<file path="src/rtl/lic_timer_pkg.sv">
// Package: shared types and helpers of the local interrupt timer.
// Assumes: a 3-bit divider code and an 8-bit vector.
package lic_timer_pkg;

    localparam int unsigned VEC_W   = 8;
    localparam int unsigned CODE_W  = 3;
    localparam int unsigned SHIFT_W = 3;

    // Timer vector entry as held in the block.
    typedef struct packed {
        logic             masked;
        logic             periodic;
        logic [VEC_W-1:0] vector;
    } lvt_entry_t;

    // Divider code to shift amount: codes 0..6 give 1..7, code 7 gives 0.
    function automatic logic [SHIFT_W-1:0] code_to_shift(input logic [CODE_W-1:0] code);
        logic [SHIFT_W-1:0] s;
        case (code)
            3'd0:    s = 3'd1;
            3'd1:    s = 3'd2;
            3'd2:    s = 3'd3;
            3'd3:    s = 3'd4;
            3'd4:    s = 3'd5;
            3'd5:    s = 3'd6;
            3'd6:    s = 3'd7;
            default: s = 3'd0;
        endcase
        return s;
    endfunction

endpackage

</file>
<file path="src/rtl/lic_timer_regs.sv">
// Module: programming state of the timer (vector entry, shift, starting count).
// Assumes: write strobes are single-cycle and init has priority over every write.
module lic_timer_regs
    import lic_timer_pkg::*;
#(
    parameter int unsigned CNT_W = 32
) (
    input  logic                clk,
    input  logic                rst_n,
    input  logic                init,
    input  logic                cnt_wr,
    input  logic [CNT_W-1:0]    cnt_wdata,
    input  logic                div_wr,
    input  logic [CODE_W-1:0]   div_code,
    input  logic                lvt_wr,
    input  lvt_entry_t          lvt_wdata,
    output lvt_entry_t          lvt_q,
    output logic [SHIFT_W-1:0]  shift_q,
    output logic [CNT_W-1:0]    ic_q,
    output logic                restart
);

    localparam lvt_entry_t LVT_RESET = '{masked: 1'b1, periodic: 1'b0, vector: '0};

    // A count write that is not overridden by init restarts the timer.
    assign restart = cnt_wr & ~init;

    // Vector entry: masked on reset or init, else follows writes.
    always_ff @(posedge clk) begin
        if (!rst_n || init) begin
            lvt_q <= LVT_RESET;
        end else if (lvt_wr) begin
            lvt_q <= lvt_wdata;
        end
    end

    // Shift amount: zero (divide by one) on reset or init, else decoded from the code.
    always_ff @(posedge clk) begin
        if (!rst_n || init) begin
            shift_q <= '0;
        end else if (div_wr) begin
            shift_q <= code_to_shift(div_code);
        end
    end

    // Starting count: cleared on reset or init, captured on restart.
    always_ff @(posedge clk) begin
        if (!rst_n || init) begin
            ic_q <= '0;
        end else if (restart) begin
            ic_q <= cnt_wdata;
        end
    end

endmodule

</file>
<file path="src/rtl/lic_timer_prescale.sv">
// Module: divided-tick generator aligned to the load cycle.
// Assumes: clear is raised in the load cycle, so tick k falls exactly
// k * 2**shift cycles after the load edge.
module lic_timer_prescale #(
    parameter int unsigned SHIFT_W = 3
) (
    input  logic               clk,
    input  logic               rst_n,
    input  logic               clear,
    input  logic [SHIFT_W-1:0] shift,
    output logic               tick
);

    localparam int unsigned PRE_W = (1 << SHIFT_W) - 1;

    logic [PRE_W-1:0] pre_q;
    logic [PRE_W-1:0] low_mask;

    // One mask bit per prescaler stage: set for stages below the shift amount.
    for (genvar i = 0; i < PRE_W; i++) begin : g_mask
        assign low_mask[i] = (SHIFT_W'(i) < shift);
    end

    // Cycle counter since the load; wraps freely between loads.
    always_ff @(posedge clk) begin
        if (!rst_n || clear) begin
            pre_q <= '0;
        end else begin
            pre_q <= pre_q + 1'b1;
        end
    end

    // A tick occurs when all selected low bits are ones (the next value rolls them over).
    assign tick = &(pre_q | ~low_mask);

endmodule

</file>
<file path="src/rtl/lic_timer_core.sv">
// Module: countdown, expiry detection and request pulse.
// Assumes: ic is non-zero whenever run_q is set; restart and init are never
// raised together (init is already folded into restart upstream).
module lic_timer_core
    import lic_timer_pkg::*;
#(
    parameter int unsigned CNT_W = 32
) (
    input  logic              clk,
    input  logic              rst_n,
    input  logic              init,
    input  logic              restart,
    input  logic [CNT_W-1:0]  load_val,
    input  logic              tick,
    input  lvt_entry_t        lvt,
    input  logic [CNT_W-1:0]  ic,
    output logic [CNT_W-1:0]  cur_q,
    output logic              run_q,
    output logic              irq_q,
    output logic [VEC_W-1:0]  vec_q
);

    logic expire;

    // Expiry: a tick arrives while running with the count already at zero.
    assign expire = run_q & tick & (cur_q == '0);

    // Countdown register and running flag.
    always_ff @(posedge clk) begin
        if (!rst_n || init) begin
            cur_q <= '0;
            run_q <= 1'b0;
        end else if (restart) begin
            cur_q <= load_val;
            run_q <= (load_val != '0);
        end else if (expire) begin
            if (lvt.periodic) begin
                cur_q <= ic;
            end else begin
                run_q <= 1'b0;
            end
        end else if (run_q && tick) begin
            cur_q <= cur_q - 1'b1;
        end
    end

    // Request pulse: one cycle per unmasked expiry, dropped on restart or init.
    always_ff @(posedge clk) begin
        if (!rst_n || init) begin
            irq_q <= 1'b0;
        end else begin
            irq_q <= expire & ~restart & ~lvt.masked;
        end
    end

    // Vector latch: captured with each expiry so it is valid with the pulse.
    always_ff @(posedge clk) begin
        if (!rst_n) begin
            vec_q <= '0;
        end else if (expire) begin
            vec_q <= lvt.vector;
        end
    end

endmodule

</file>
<file path="src/rtl/lic_timer.sv">
// Module: top of the local interrupt controller timer.
// Assumes: one clock domain; clk is the timer time base; synchronous active-low reset.
module lic_timer
    import lic_timer_pkg::*;
#(
    parameter int unsigned CNT_W = 32
) (
    input  logic                          clk,
    input  logic                          rst_n,
    input  logic                          init,
    input  logic                          cnt_wr,
    input  logic [CNT_W-1:0]              cnt_wdata,
    input  logic                          div_wr,
    input  logic [2:0]                    div_code,
    input  logic                          lvt_wr,
    input  logic                          lvt_mask,
    input  logic                          lvt_periodic,
    input  logic [7:0]                    lvt_vector,
    output logic [CNT_W-1:0]              cur_count,
    output logic                          irq,
    output logic [7:0]                    irq_vector
);

    lvt_entry_t          lvt_wdata;
    lvt_entry_t          lvt_q;
    logic [SHIFT_W-1:0]  shift_q;
    logic [CNT_W-1:0]    ic_q;
    logic                restart;
    logic                tick;
    logic                run_q;

    // Gather the entry fields into one record.
    assign lvt_wdata = '{masked: lvt_mask, periodic: lvt_periodic, vector: lvt_vector};

    lic_timer_regs #(.CNT_W(CNT_W)) u_regs (
        .clk       (clk),
        .rst_n     (rst_n),
        .init      (init),
        .cnt_wr    (cnt_wr),
        .cnt_wdata (cnt_wdata),
        .div_wr    (div_wr),
        .div_code  (div_code),
        .lvt_wr    (lvt_wr),
        .lvt_wdata (lvt_wdata),
        .lvt_q     (lvt_q),
        .shift_q   (shift_q),
        .ic_q      (ic_q),
        .restart   (restart)
    );

    lic_timer_prescale #(.SHIFT_W(SHIFT_W)) u_pre (
        .clk   (clk),
        .rst_n (rst_n),
        .clear (restart | init),
        .shift (shift_q),
        .tick  (tick)
    );

    lic_timer_core #(.CNT_W(CNT_W)) u_core (
        .clk      (clk),
        .rst_n    (rst_n),
        .init     (init),
        .restart  (restart),
        .load_val (cnt_wdata),
        .tick     (tick),
        .lvt      (lvt_q),
        .ic       (ic_q),
        .cur_q    (cur_count),
        .run_q    (run_q),
        .irq_q    (irq),
        .vec_q    (irq_vector)
    );

endmodule

</file>
<file path="config.mk">
export PLATFORM = sky130hd
export DESIGN_NAME = lic_timer
export DESIGN_NICKNAME = d
export VERILOG_FILES = /design/src/rtl/lic_timer_pkg.sv /design/src/rtl/lic_timer_regs.sv /design/src/rtl/lic_timer_prescale.sv /design/src/rtl/lic_timer_core.sv /design/src/rtl/lic_timer.sv
export SDC_FILE = /design/constraint.sdc
export NUM_CORES = 1
export LEC_CHECK = 0
export ABC_AREA = 1
export BUFFER_PORTS_ARGS = -buffer_cell sky130_fd_sc_hd__buf_2
export CAP_MARGIN = 0
export CORE_MARGIN = 3
export CORE_UTILIZATION = 60
export DETAILED_ROUTE_END_ITERATION = 8
export GPL_TIMING_DRIVEN = 0
export PLACE_DENSITY = 0.85
export SYNTH_ARGS = -nofsm -noshare
export SYNTH_HDL_FRONTEND = slang
export SYNTH_SLANG_ARGS = --single-unit
export TNS_END_PERCENT = 100
</file>
<file path="constraint.sdc">
create_clock -name clk -period 2.64 [get_ports clk]
set_input_delay 0 -clock clk [delete_from_list [all_inputs] [get_ports clk]]
set_output_delay 0 -clock clk [all_outputs]
set_load 0.01 [all_outputs]
</file>
== Yosys cells after proc, flatten, opt, wreduce, memory -nomap -nowiden ==
Cells that the tools add are included.
W data, S select, Z words.

* Flip-flop bits (word level): 94
* Output and inout bits: 41

* $add $sub $neg: 2
* Order comparisons: 7
* Equal/unequal tests: 8
* Muxes and demuxes: 8
* Bitwise logic cells: 11
* Reductions and logical operators: 12

{| class="wikitable"
|+ Operator list
! kind !! number
|-
| $mux W32 || 4
|-
| $logic_not A32 Y1 || 1
|-
| $reduce_bool A32 Y1 || 1
|-
| $sub A32 B1 Y32 const B || 1
|-
| $pmux W3 S7 || 1
|-
| $eq A3 B3 Y1 const B || 3
|-
| $lt A3 B3 Y1 const A || 3
|-
| $add A7 B1 Y7 const B || 1
|-
| $not A7 Y7 || 1
|-
| $or A7 B7 Y7 || 1
|-
| $reduce_and A7 Y1 || 1
|-
| $eq A3 B2 Y1 const B || 2
|-
| $lt A1 B3 Y1 const A || 2
|-
| $lt A2 B3 Y1 const A || 2
|-
| $and A1 B1 Y1 || 5
|-
| $reduce_and A2 Y1 || 2
|-
| $eq A3 B1 Y1 const B || 1
|-
| $logic_not A3 Y1 || 1
|-
| $mux W1 || 3
|-
| $ne A3 B3 Y1 const B || 1
|-
| $not A1 Y1 || 3
|-
| $reduce_bool A3 Y1 || 1
|-
| $logic_or A1 B1 Y1 || 2
|-
| $ne A2 B2 Y1 const B || 1
|-
| 4 further kinds || 4
|}

== Depth between registers and ports, before layout ==
Gate-level depths: netlist (run 1).

* Word-level depth: 8
* Mapped depth: 13

== By module ==
Synthesis (run 1) repeated with hierarchy kept, for this count alone.

* Cell total of the unflattened synthesis: 885
* Area, all modules: 5,524.0 um^2

{| class="wikitable"
|+ Modules (own cells, without submodules)
! module !! times used !! cells each !! area an instance (um^2)
|-
| lic_timer_core || 1 || 619 || 3,529.6
|-
| lic_timer_regs || 1 || 205 || 1,617.8
|-
| lic_timer_prescale || 1 || 58 || 365.4
|-
| lic_timer || 1 || 3 || 11.3
|}

== Worst setup path before layout (run 1) ==
Ideal clock, no wire load.

* Path kind: register to register
* Start: register u_core.cur_q[0]
* End: register u_core.run_q
* Data arrival time: 1.681 ns
* Required time: 2.511 ns
* Path slack: 0.831 ns
* Stages on the path, launching flop included: 11
* Buffers on the path: 1
* Cells stage by stage: dfxtp_1 > inv_1 > ha_1 > nand2_2 > nor2_4 > nand3_2 > nor2_4 > nand2_4 > clkbuf_1 > o21ai_0 > a21oi_1

* Longest elaborated chain between the ends: 4

{| class="wikitable"
|+ Ends and longest elaborated chain
! what !! RTL line !! text
|-
| start: declaration || lic_timer_core.sv:17 || <nowiki>output logic [CNT_W-1:0] cur_q,</nowiki>
|-
| start signal: assignment || lic_timer_core.sv:34 || <nowiki>cur_q <= load_val;</nowiki>
|-
| start signal: assignment || lic_timer_core.sv:38 || <nowiki>cur_q <= ic;</nowiki>
|-
| start signal: assignment || lic_timer_core.sv:43 || <nowiki>cur_q <= cur_q - 1'b1;</nowiki>
|-
| $logic_not A32 Y1 || lic_timer_core.sv:26 || <nowiki>assign expire = run_q & tick & (cur_q == '0);</nowiki>
|-
| $and A1 B1 Y1 || lic_timer_core.sv:26 ||
|-
| $reduce_bool A2 Y1 (no source line) || n/a ||
|-
| $reduce_and A2 Y1 (no source line) || n/a ||
|-
| end signal: assignment || lic_timer_core.sv:35 || <nowiki>run_q <= (load_val != '0);</nowiki>
|-
| end: declaration || lic_timer_core.sv:18 || <nowiki>output logic run_q,</nowiki>
|}

No other way between the ends.
A chain may end at the register's enable or synchronous reset.

== Worst setup path in the final report (run 1) ==
Ends and elaborated chain as after synthesis.

==> results.py, run 1 <==
metrics = {
    "status": {
        "status": "completed",
    },
    "yosys": {
        "ys_seq_elements": 94,
        "ys_types": 30,
        "ys_seq_area_share_pct": 36.3,
        "synthCells": 822,
        "synth_top_family_by_area": "simple AND/OR/NAND/NOR gates",
        "synth_area_um2": 5180,
        "synthMuxAreaShare_pct": 0,
        "synth_xor_xnor_area_share_pct": 3.55,
        "synth_compound_area_share_pct": 9.45,
        "synthSimpleGateAreaFrac_pct": 40.8,
        "yosys_warnings": 0,
        "synth_fa_ha_area_share_pct": 1.45,
        "avgSynthCellArea_um2": 6.30,
        "syn-num-nets": 879,
    },
    "floorplan": {
        "fp.dieH_um": 98.9,
        "coreArea_um2": 8300,
        "io_pins": 92,
        "dieArea_um2": 9780,
        "num_rows": 33,
        "start_util_pct": 62.4,
        "die_width_um": 98.9,
    },
    "clock_tree": {
        "root_buffer": "clkbuf_8",
        "clk_latency_ns": 0.38,
        "cts_sinks": 94,
        "clk_pin_slew_ns": 0.10,
        "cts_tree": "done",
        "numCtsBuffers": 9,
        "post_cts_resized": 0,
        "clockBufferDepth": 2,
        "htreeDepth": 3,
        "postCtsSetupRepairBufs": 0,
        "cts-hold-fix-buffers": 42,
    },
    "sta": {
        "worst_clock_skew_ns": 0.0167,
        "finalCriticalPeriod_ns": 2.45,
        "max_freq_ghz": 0.408,
        "finalWorstSetupSlack_ns": 0.189,
        "setup_viol": 0,
        "maxSlewViolCount": 0,
        "fin_crit_sh_pct": 92.8,
        "finalSetupTns_ns": 0,
        "relSlewSlack_pct": 55.4,
        "rsz0062_at_grt": "false",
        "tightest_slew_ns": 0.668,
        "hold_viol": 0,
        "whs_ns": 0.0287,
    },
    "critical_path": {
        "crit_arrival_ns": 2.68,
        "crit_path_start": "u_core.cur_q[0]$_SDFFE_PP0P_",
        "reg2regPathDepth": 10,
        "cp-endpoint": "u_core.run_q$_SDFFE_PP0P_",
        "worstPathMaxFanout": 10,
        "reg2reg_slack_ns": 0.19,
        "critPathRequiredTime_ns": 2.87,
        "crit_type": "flip-flop to flip-flop",
        "timing.rr.start": "u_core.cur_q[0]$_SDFFE_PP0P_",
        "r2r_end": "u_core.run_q$_SDFFE_PP0P_",
        "startpoint_type": "flip-flop",
        "setup.worst_path.end_class": "flip-flop",
    },
    "placement": {
        "gp_congestion": 1.01,
        "hpwl_mm": 11.8,
        "io_buffers": 90,
        "pre_cts_slack_ns": 0.371,
        "placedCellCount": 1017,
    },
    "finish": {
        "multi_input_area_um2": 2860,
        "drive_gt1_share_pct": 13.7,
        "antennaDiodeCount": 0,
        "mostFrequentLayoutCell": "nand2_1",
        "finalNonFillerCells": 1075,
        "layout_common_cells": "231 x nand2_1, 166 x nor2_1, 94 x dfxtp_1, 93 x buf_2, 70 x nand3_1",
        "fin_nets": 1022,
        "area_delta_synth_final_pct": 23.1,
        "register_area_um2": 1880,
        "fillCellCount": 644,
    },
    "global_routing": {
        "met1_usage_pct": 42.7,
        "grt_pass1_wl_mm": 28.0,
        "grt-ovfl-total": 0,
        "grt_pass1_vias": 5875,
        "grtUsageMet3_pct": 4.74,
        "grt_start_max_net_pins": 17,
        "grt_most_used_layer": "met2",
        "grt_use_met2_pct": 62.2,
        "antenna_found_initial": 0,
        "grt.total_usage_pct": 35.3,
    },
    "power": {
        "p_leak_nw": 3.04,
        "p_per_area_nw_per_um2": 534,
        "ir_worst_vdd_mv": 0.412,
    },
    "run": {
        "cap_violations": 0,
    },
    "route": {
        "drt_first_pass_iters": 8,
        "drc": 0,
        "vias": 6003,
        "antenna_left": 0,
        "wire_per_inst_um": 16.1,
        "wl_mm": 17.3,
        "drtIter0Drc": 479,
        "via_per_inst": 5.58,
    },
    "hold_path": {
        "hp-class": "primary input to flip-flop",
    },
}
==> per-stage QoR <==
stage / area [µm²] / total power (W) / utilization, %
2_1_floorplan: 5180 / 0.00210 / -
6_report: 6380 / 0.00341 / 76.8
4_1_cts: 6380 / 0.00336 / 76.8
3_5_place_dp: 5760 / 0.00234 / 69.4
5_1_grt: 6380 / 0.00355 / 76.8
3_3_place_gp: 5760 / 0.00232 / 69.4
==> cell usage after synthesis <==
master	count	area [µm²]
xnor2_1	2	17.5
nand3_1	70	350
a21oi_1	42	210
xor2_1	19	166
nor2_4	2	22.5
ha_1	6	75.1
buf_2	3	15.0
nand2_1	231	867
buf_4	1	7.51
nor2_1	166	623
nand4_1	11	68.8
o21ai_0	49	245
buf_1	8	30.0
inv_1	61	229
nand3b_1	6	45.0
nor3_1	2	10.0
inv_2	2	7.51
nor3b_1	1	7.51
nor4_1	4	25.0
dfxtp_1	94	1880
o21ai_1	2	10.0
nand2_2	2	12.5
nand2_4	3	33.8
nor2_2	6	37.5
nand3_2	1	10.0
buf_6	7	78.8
clkbuf_1	16	60.1
clkinv_1	2	7.51
a21boi_0	2	15.0
a21oi_2	1	8.76
==> worst min path at each step <==
stage | start | endpoint | cells past startpoint
6_report | cnt_wdata[30] | u_regs.ic_q[30]$_SDFFE_PP0P_ | 5
5_1_grt | cnt_wdata[29] | u_regs.ic_q[29]$_SDFFE_PP0P_ | 5
4_1_cts | cnt_wdata[30] | u_regs.ic_q[30]$_SDFFE_PP0P_ | 5
3_5_place_dp | lvt_mask | u_regs.lvt_q[9]$_SDFFE_PP1P_ | 3
3_3_place_gp | lvt_mask | u_regs.lvt_q[9]$_SDFFE_PP1P_ | 3
2_1_floorplan | div_wr | u_regs.shift_q[0]$_SDFFE_PP0P_ | 1
==> where the power goes <==
part / switching (W) / internal (W)
registers: 0.0000396 / 0.00146
clock network: 0.000574 / 0.000446
logic: 0.000558 / 0.000327
total: 0.00117 / 0.00223
==> area by class of cell <==
class                           instances  share of cell area (%)
Inverter                               65                    3.83
Timing Repair Buffer                  132                    13.7
Sequential cell                        94                    29.5
Multi-Input combinational cell        628                    44.9
Tap cell                              105                    2.06
Clock buffer                           10                    2.00
Clock inverter                          6                    1.08
Buffer                                 35                    3.00
==> sequential cells by signal, summed over array words and instances (netlist names) <==
signal / count
u_regs.ic_q: 32
u_core.cur_q: 32
u_core.vec_q: 8
u_regs.shift_q: 3
u_core.irq_q: 1
u_pre.pre_q: 7
u_regs.lvt_q: 10
u_core.run_q: 1
==> worst max-delay path, stage by stage (launching register included) <==
cell and delay, ns:
dfxtp_1 0.33, inv_1 0.14, ha_1 0.31, nand2_2 0.15
nor2_4 0.24, nand3_2 0.13, nor2_4 0.18, nand2_4 0.15
clkbuf_1 0.27, o21ai_0 0.28, a21oi_1 0.14
==> logic make-up (layout without fill, tap and decap cells) <==
kind of cell,count (synthesis),count (layout)
and+or+nand+nor,505,505
DFF,94,94
xor gates and xnor gates,21,21
buffers and inverters,100,248
adders and majority gates,6,6
AOI/OAI and AO/OA,96,96
==> layer usage <==
metal | routed length, µm | part of all wire (%)
met5 | 0 | 0
met4 | 601 | 3.5
met3 | 1320 | 7.6
met2 | 8370 | 48
met1 | 7050 | 41
Power figures use the tool's default switching activity.
==> run 2: changes to the inputs <==
--- a/config.mk
+++ b/config.mk
@@ -8,6 +8,7 @@
 export ABC_AREA = 1
 export BUFFER_PORTS_ARGS = -buffer_cell sky130_fd_sc_hd__buf_2
 export CAP_MARGIN = 0
+export CORE_ASPECT_RATIO = 0.5
 export CORE_MARGIN = 3
 export CORE_UTILIZATION = 60
 export DETAILED_ROUTE_END_ITERATION = 8
==> results.py, run 2 (synthesis gave the netlist of run 1 again) <==
metrics = {
    "route": {
        "drc": 0,
        "wl_mm": 17.8,
        "wire_per_inst_um": 16.5,
        "antenna_left": 0,
        "vias": 6148,
        "drt_first_pass_iters": 6,
        "drtIter0Drc": 680,
        "via_per_inst": 5.69,
    },
    "clock_tree": {
        "cts-hold-fix-buffers": 41,
        "clockBufferDepth": 2,
        "post_cts_resized": 0,
        "htreeDepth": 3,
        "postCtsSetupRepairBufs": 0,
        "cts_sinks": 94,
        "clk_pin_slew_ns": 0.08,
        "root_buffer": "clkbuf_16",
        "clk_latency_ns": 0.36,
        "cts_tree": "done",
        "numCtsBuffers": 9,
    },
    "placement": {
        "gp_congestion": 1.02,
        "pre_cts_slack_ns": 0.392,
        "io_buffers": 90,
        "hpwl_mm": 11.9,
    },
    "floorplan": {
        "die_width_um": 137,
        "num_rows": 23,
        "coreArea_um2": 8200,
        "io_pins": 92,
        "fp.dieH_um": 71.7,
        "start_util_pct": 63.1,
        "dieArea_um2": 9850,
    },
    "power": {
        "switchingPower_w": 0.00125,
        "ir_worst_vdd_mv": 0.378,
        "power_frac_clock_pct": 35.3,
        "p_per_area_nw_per_um2": 571,
        "internal_power_w": 0.00246,
        "combPwrFrac_pct": 24.2,
        "p_seq_share_pct": 40.5,
        "p_sw_share_pct": 33.7,
        "p_leak_nw": 3.08,
    },
    "global_routing": {
        "grt_pass1_vias": 5601,
        "grt-ovfl-total": 0,
        "grt_pass1_wl_mm": 27.8,
        "antenna_found_initial": 0,
        "grt.total_usage_pct": 36.4,
        "grt_start_max_net_pins": 20,
    },
    "sta": {
        "relSlewSlack_pct": 57.6,
        "maxSlewViolCount": 0,
        "max_freq_ghz": 0.420,
        "finalWorstSetupSlack_ns": 0.259,
        "rsz0062_at_grt": "false",
        "tightest_slew_ns": 0.636,
        "finalCriticalPeriod_ns": 2.38,
        "finalSetupTns_ns": 0,
        "hold_viol": 0,
        "fin_crit_sh_pct": 90.2,
        "worst_clock_skew_ns": 0.0154,
        "setup_viol": 0,
        "whs_ns": 0.0549,
    },
    "critical_path": {
        "crit_arrival_ns": 2.62,
        "crit_path_start": "u_core.cur_q[0]$_SDFFE_PP0P_",
        "path_depth": 10,
        "setup.worst_path.end_class": "flip-flop",
        "startpoint_type": "flip-flop",
        "path_cells": "inv_1, ha_1, nand2_2, nor2_4, nand3_2, nor2_4, nand2_4, clkbuf_1, o21ai_0, nor2_1",
        "crit_type": "flip-flop to flip-flop",
        "path_common_cell": "nor2_4",
        "max_stage_delay_ns": 0.34,
        "cp-endpoint": "u_core.vec_q[7]$_SDFFE_PN0P_",
        "timing.rr.start": "u_core.cur_q[0]$_SDFFE_PP0P_",
        "reg2regPathDepth": 10,
        "reg2reg_slack_ns": 0.26,
        "cpMaxStageDelayCell": "ha_1",
        "worstPathMaxFanout": 10,
        "critPathRequiredTime_ns": 2.88,
        "crit_buf_inv": 2,
        "r2r_end": "u_core.vec_q[7]$_SDFFE_PN0P_",
        "crit_family": "simple AND/OR/NAND/NOR gates",
    },
    "finish": {
        "reg.largest.list": "u_core.cur_q (32), u_regs.ic_q (32), u_regs.lvt_q (10)",
        "fin_nets": 1021,
        "layout_common_cells": "231 x nand2_1, 166 x nor2_1, 94 x dfxtp_1, 93 x buf_2, 70 x nand3_1",
        "drive_gt1_share_pct": 13.8,
        "antennaDiodeCount": 0,
        "mostFrequentLayoutCell": "nand2_1",
        "area_delta_synth_final_pct": 25.2,
    },
    "run": {
        "cap_violations": 0,
    },
    "status": {
        "status": "completed",
    },
    "hold_path": {
        "hp-class": "primary input to flip-flop",
    },
}
==> run 2: routing by layer <==
metal | wire length [µm] | GRT usage (%) | part of all wire, %
met1 | 7490 | 48.6 | 42
met2 | 7900 | 58.7 | 44
met3 | 1890 | 8.35 | 11
met4 | 517 | 12.1 | 2.9
met5 | 0 | 0 | 0
==> run 2: layout make-up <==
| cell class | instances | area [µm²] |
|---|---|---|
| clock buffers | 9 | 225 |
| clock inverters | 7 | 76.3 |
| multi-input cells | 628 | 2860 |
| well taps | 112 | 140 |
| flip-flops and latches | 94 | 1880 |
| repair buffers | 131 | 861 |
| fillers | 627 | 1720 |
| inverters | 65 | 244 |
| plain buffers | 35 | 191 |
==> run 2: power groups by stage <==
stage | combinational (W) | sequential, W | clock [W]
2_1_floorplan | 0.000566 | 0.00153 | 0
3_3_place_gp | 0.000795 | 0.00153 | 0
3_5_place_dp | 0.000807 | 0.00153 | 0
4_1_cts | 0.000861 | 0.00150 | 0.00130
5_1_grt | 0.000988 | 0.00150 | 0.00136
6_report | 0.000897 | 0.00150 | 0.00130
==> run 2: metrics by stage <==
stage                     utilization [%]  instances  cell area [µm²]  total power (W)
final                                79.0       1081             6480          0.00370
after global routing                 79.0       1081             6480          0.00385
after CTS                            79.0       1081             6480          0.00365
after detailed placement             70.3       1024             5770          0.00234
after global placement               70.3       1024             5770          0.00232
after floorplan                         -        822             5180          0.00210
==> run 2: how the worst min path moves through the flow <==
stage                       start                              to  slack [ns]  cells past startpoint
floorplan                  div_wr  u_regs.shift_q[0]$_SDFFE_PP0P_        0.09                      1
global placement         lvt_mask    u_regs.lvt_q[9]$_SDFFE_PP1P_        0.22                      3
detailed placement       lvt_mask    u_regs.lvt_q[9]$_SDFFE_PP1P_        0.23                      3
CTS                        lvt_wr    u_regs.lvt_q[2]$_SDFFE_PP0P_        0.05                      3
global route                 init     u_regs.ic_q[3]$_SDFFE_PP0P_        0.08                      4
finish              cnt_wdata[22]    u_regs.ic_q[22]$_SDFFE_PP0P_        0.05                      5
==> run 2: worst register-to-register path, cell delays in order (launching register included) <==
cell	delay [ns]
dfxtp_1	0.32
inv_1	0.14
ha_1	0.34
nand2_2	0.16
nor2_4	0.21
nand3_2	0.12
nor2_4	0.14
nand2_4	0.14
clkbuf_1	0.27
o21ai_0	0.32
nor2_1	0.11
==> run 3: changes to the inputs <==
--- a/config.mk
+++ b/config.mk
@@ -5,15 +5,16 @@
 export SDC_FILE = /design/constraint.sdc
 export NUM_CORES = 1
 export LEC_CHECK = 0
-export ABC_AREA = 1
+export ABC_AREA = 0
 export BUFFER_PORTS_ARGS = -buffer_cell sky130_fd_sc_hd__buf_2
 export CAP_MARGIN = 0
 export CORE_ASPECT_RATIO = 0.5
 export CORE_MARGIN = 3
-export CORE_UTILIZATION = 60
+export CORE_UTILIZATION = 59
 export DETAILED_ROUTE_END_ITERATION = 8
 export GPL_TIMING_DRIVEN = 0
 export PLACE_DENSITY = 0.85
+export REMOVE_ABC_BUFFERS = 1
 export SYNTH_ARGS = -nofsm -noshare
 export SYNTH_HDL_FRONTEND = slang
 export SYNTH_SLANG_ARGS = --single-unit
==> results.py, run 3 <==
metrics = {
    "finish": {
        "fillCellCount": 395,
        "postLayoutCellArea_um2": 6220,
        "finish.utilization_pct": 83.6,
        "area_delta_synth_final_pct": 35.6,
        "antennaDiodeCount": 0,
        "mostFrequentLayoutCell": "nand2_1",
        "drive_gt1_share_pct": 25.2,
        "fin_nets": 769,
        "reg.largest.list": "u_core.cur_q (32), u_regs.ic_q (32), u_regs.lvt_q (10)",
        "layout_common_cells": "109 x nand2_1, 91 x buf_2, 88 x dfxtp_1, 80 x a21oi_1, 44 x dlygate4sd3_1",
    },
    "floorplan": {
        "coreArea_um2": 7430,
        "die_width_um": 131,
        "io_pins": 92,
        "start_util_pct": 61.7,
        "fp.dieH_um": 68.3,
        "dieArea_um2": 8930,
        "num_rows": 22,
    },
    "critical_path": {
        "crit_arrival_ns": 2.97,
        "startpoint_type": "flip-flop",
        "crit_type": "flip-flop to flip-flop",
        "worstPathMaxFanout": 6,
        "setup.worst_path.end_class": "flip-flop",
        "critPathRequiredTime_ns": 2.86,
        "crit_path_start": "u_core.cur_q[8]$_SDFFE_PP0P_",
        "timing.rr.start": "u_core.cur_q[8]$_SDFFE_PP0P_",
    },
    "route": {
        "drtIter0Drc": 1204,
        "wire_per_inst_um": 20.7,
        "antenna_left": 0,
        "via_per_inst": 6.60,
        "wl_mm": 16.9,
        "drt_first_pass_iters": 9,
        "drc": 1,
        "vias": 5362,
    },
    "power": {
        "p_seq_share_pct": 40.8,
        "ir_worst_vdd_mv": 0.477,
        "internal_power_w": 0.00261,
        "p_per_area_nw_per_um2": 593,
        "switchingPower_w": 0.00107,
        "power_frac_clock_pct": 38.6,
        "p_sw_share_pct": 29.1,
        "combPwrFrac_pct": 20.6,
        "p_total_w": 0.00368,
        "p_leak_nw": 2.50,
    },
    "sta": {
        "rsz0062_at_grt": "true",
        "finalWorstSetupSlack_ns": -0.107,
        "worst_clock_skew_ns": 0.0117,
        "maxSlewViolCount": 0,
        "max_freq_ghz": 0.364,
        "relSlewSlack_pct": 46.2,
        "finalCriticalPeriod_ns": 2.75,
        "tightest_slew_ns": 0.804,
        "setup_viol": 6,
        "fin_crit_sh_pct": 104,
        "hold_viol": 0,
        "whs_ns": 0.0264,
    },
    "global_routing": {
        "grt_start_max_net_pins": 43,
        "grt_most_used_layer": "met2",
        "met1_usage_pct": 41.3,
        "grt-ovfl-total": 0,
        "antenna_found_initial": 0,
        "grt_pass1_wl_mm": 23.3,
        "grtUsageMet3_pct": 11.1,
        "grt_pass1_vias": 4790,
        "grt_use_met2_pct": 55.1,
        "grt.total_usage_pct": 34.0,
    },
    "yosys": {
        "synth_ff_type": "dfxtp_1",
        "yosysTopAreaCell": "dfxtp_1",
        "ys_seq_area_share_pct": 41.0,
        "avgSynthCellArea_um2": 7.90,
        "ys_seq_elements": 94,
        "yosys_warnings": 0,
        "synth.most_common_cell": "nand2_1",
        "synthCells": 580,
        "synth-edff-count": 0,
        "synthArstFlopShare_pct": 0,
        "synthTopCellsByCount": "110 x nand2_1, 94 x dfxtp_1, 80 x a21oi_1",
        "ys_types": 58,
        "synth_area_um2": 4580,
        "synth_top_cell_area_share_pct": 41.0,
        "ys_top_cells_by_area": "dfxtp_1 41%, nand2_1 9.0%, a21oi_1 8.7%, o211ai_1 3.8%, nor2_1 3.5%",
    },
    "placement": {
        "io_buffers": 91,
        "placed_area_um2": 5100,
        "hpwl_mm": 8.06,
        "gp_congestion": 0.889,
    },
    "hold_path": {
        "worstHoldStart": "div_code[2]",
        "hp-class": "primary input to flip-flop",
    },
    "clock_tree": {
        "cts_sinks": 94,
        "clk_latency_ns": 0.36,
        "root_buffer": "clkbuf_16",
        "htreeDepth": 3,
        "numCtsBuffers": 9,
        "clk_pin_slew_ns": 0.07,
        "clockBufferDepth": 2,
        "cts_tree": "done",
    },
    "status": {
        "violations": "design-rule violations, negative setup slack",
        "status": "finished, violations left",
    },
    "run": {
        "cap_violations": 0,
    },
}
## run 3: cell types whose count changed in the layout (fill, tap and decap cells not counted), sizes merged, moves of 24 or more
cell    delta
nand3     -59
o211ai    +24
a21oi     +37
inv       -59
nand2    -126
nor2     -131
## run 3: layout make-up
cell class | instances | area, µm² | share of cell area [%]
clock buffer | 9 | 225 | 3.62
timing repair buffer | 156 | 1140 | 18.3
inverter | 6 | 22.5 | 0.362
sequential | 94 | 1900 | 30.5
clock inverter | 7 | 97.6 | 1.57
multi-input combinational | 445 | 2720 | 43.7
tap | 96 | 120 | 1.93
## run 3: what timing repair did
action                                  4_1_cts  5_1_grt
endpoints found under the setup margin       42       40
resized for setup                            17       32
cloned                                        2        1
hold endpoints to repair                     76        0
hold buffers                                 44        0
setup buffers                                10        6
pin swaps                                     7        9
## run 3: worst max-delay path, cell delays in order, from the launching register on
cell and delay, ns:
dfxtp_4 0.37, or4_4 0.56, or4_4 0.51, or4_4 0.48
or2_4 0.28, o311ai_4 0.27, o32ai_2 0.12
## run 3: cells by family (layout without fill, tap and decap cells)
logic type | count (synthesis) | after routing | synth area share (%)
simple gates | 230 | 233 | 23.4
fa+ha+maj | 6 | 6 | 1.64
flops | 94 | 94 | 41.0
compound gates | 173 | 173 | 23.0
xor+xnor | 19 | 19 | 3.63
mux | 14 | 14 | 3.08
buf+inv | 44 | 178 | 4.15
## run 3: path summary, 6_finish.rpt
path,end,slack (ns),cells past startpoint
setup / recovery,u_core.cur_q[25]$_SDFFE_PP0P_,-0.11,6
hold / removal,u_regs.shift_q[2]$_SDFFE_PP0P_,0.03,4
setup reg to reg,u_core.cur_q[25]$_SDFFE_PP0P_,-0.11,6
hold reg to reg,u_core.irq_q$_SDFF_PP0_,0.43,1
## run 3: metrics by stage
step	worst slack, ns	instances	setup TNS [ns]
after floorplan	-0.342	542	-4.14
after global placement	-2.03	729	-82.13
after detailed placement	-0.818	734	-24.37
after CTS	0.00128	806	0
after global routing	-0.248	813	-1.08
final	-0.107	813	-0.399
## run 3: power by group through the flow
stage                     combinational [W]  sequential (W)  clock, W
final                              0.000758         0.00150   0.00142
after global placement             0.000524         0.00153         0
after CTS                          0.000651         0.00150   0.00140
after detailed placement           0.000546         0.00153         0
after global routing               0.000809         0.00151   0.00148
after floorplan                    0.000358         0.00153         0
## run 3: routing by layer
metal  share of wire, %  wire, µm
met5                  0         0
met3                 13      2150
met1                 37      6210
met4                6.1      1030
met2                 44      7480
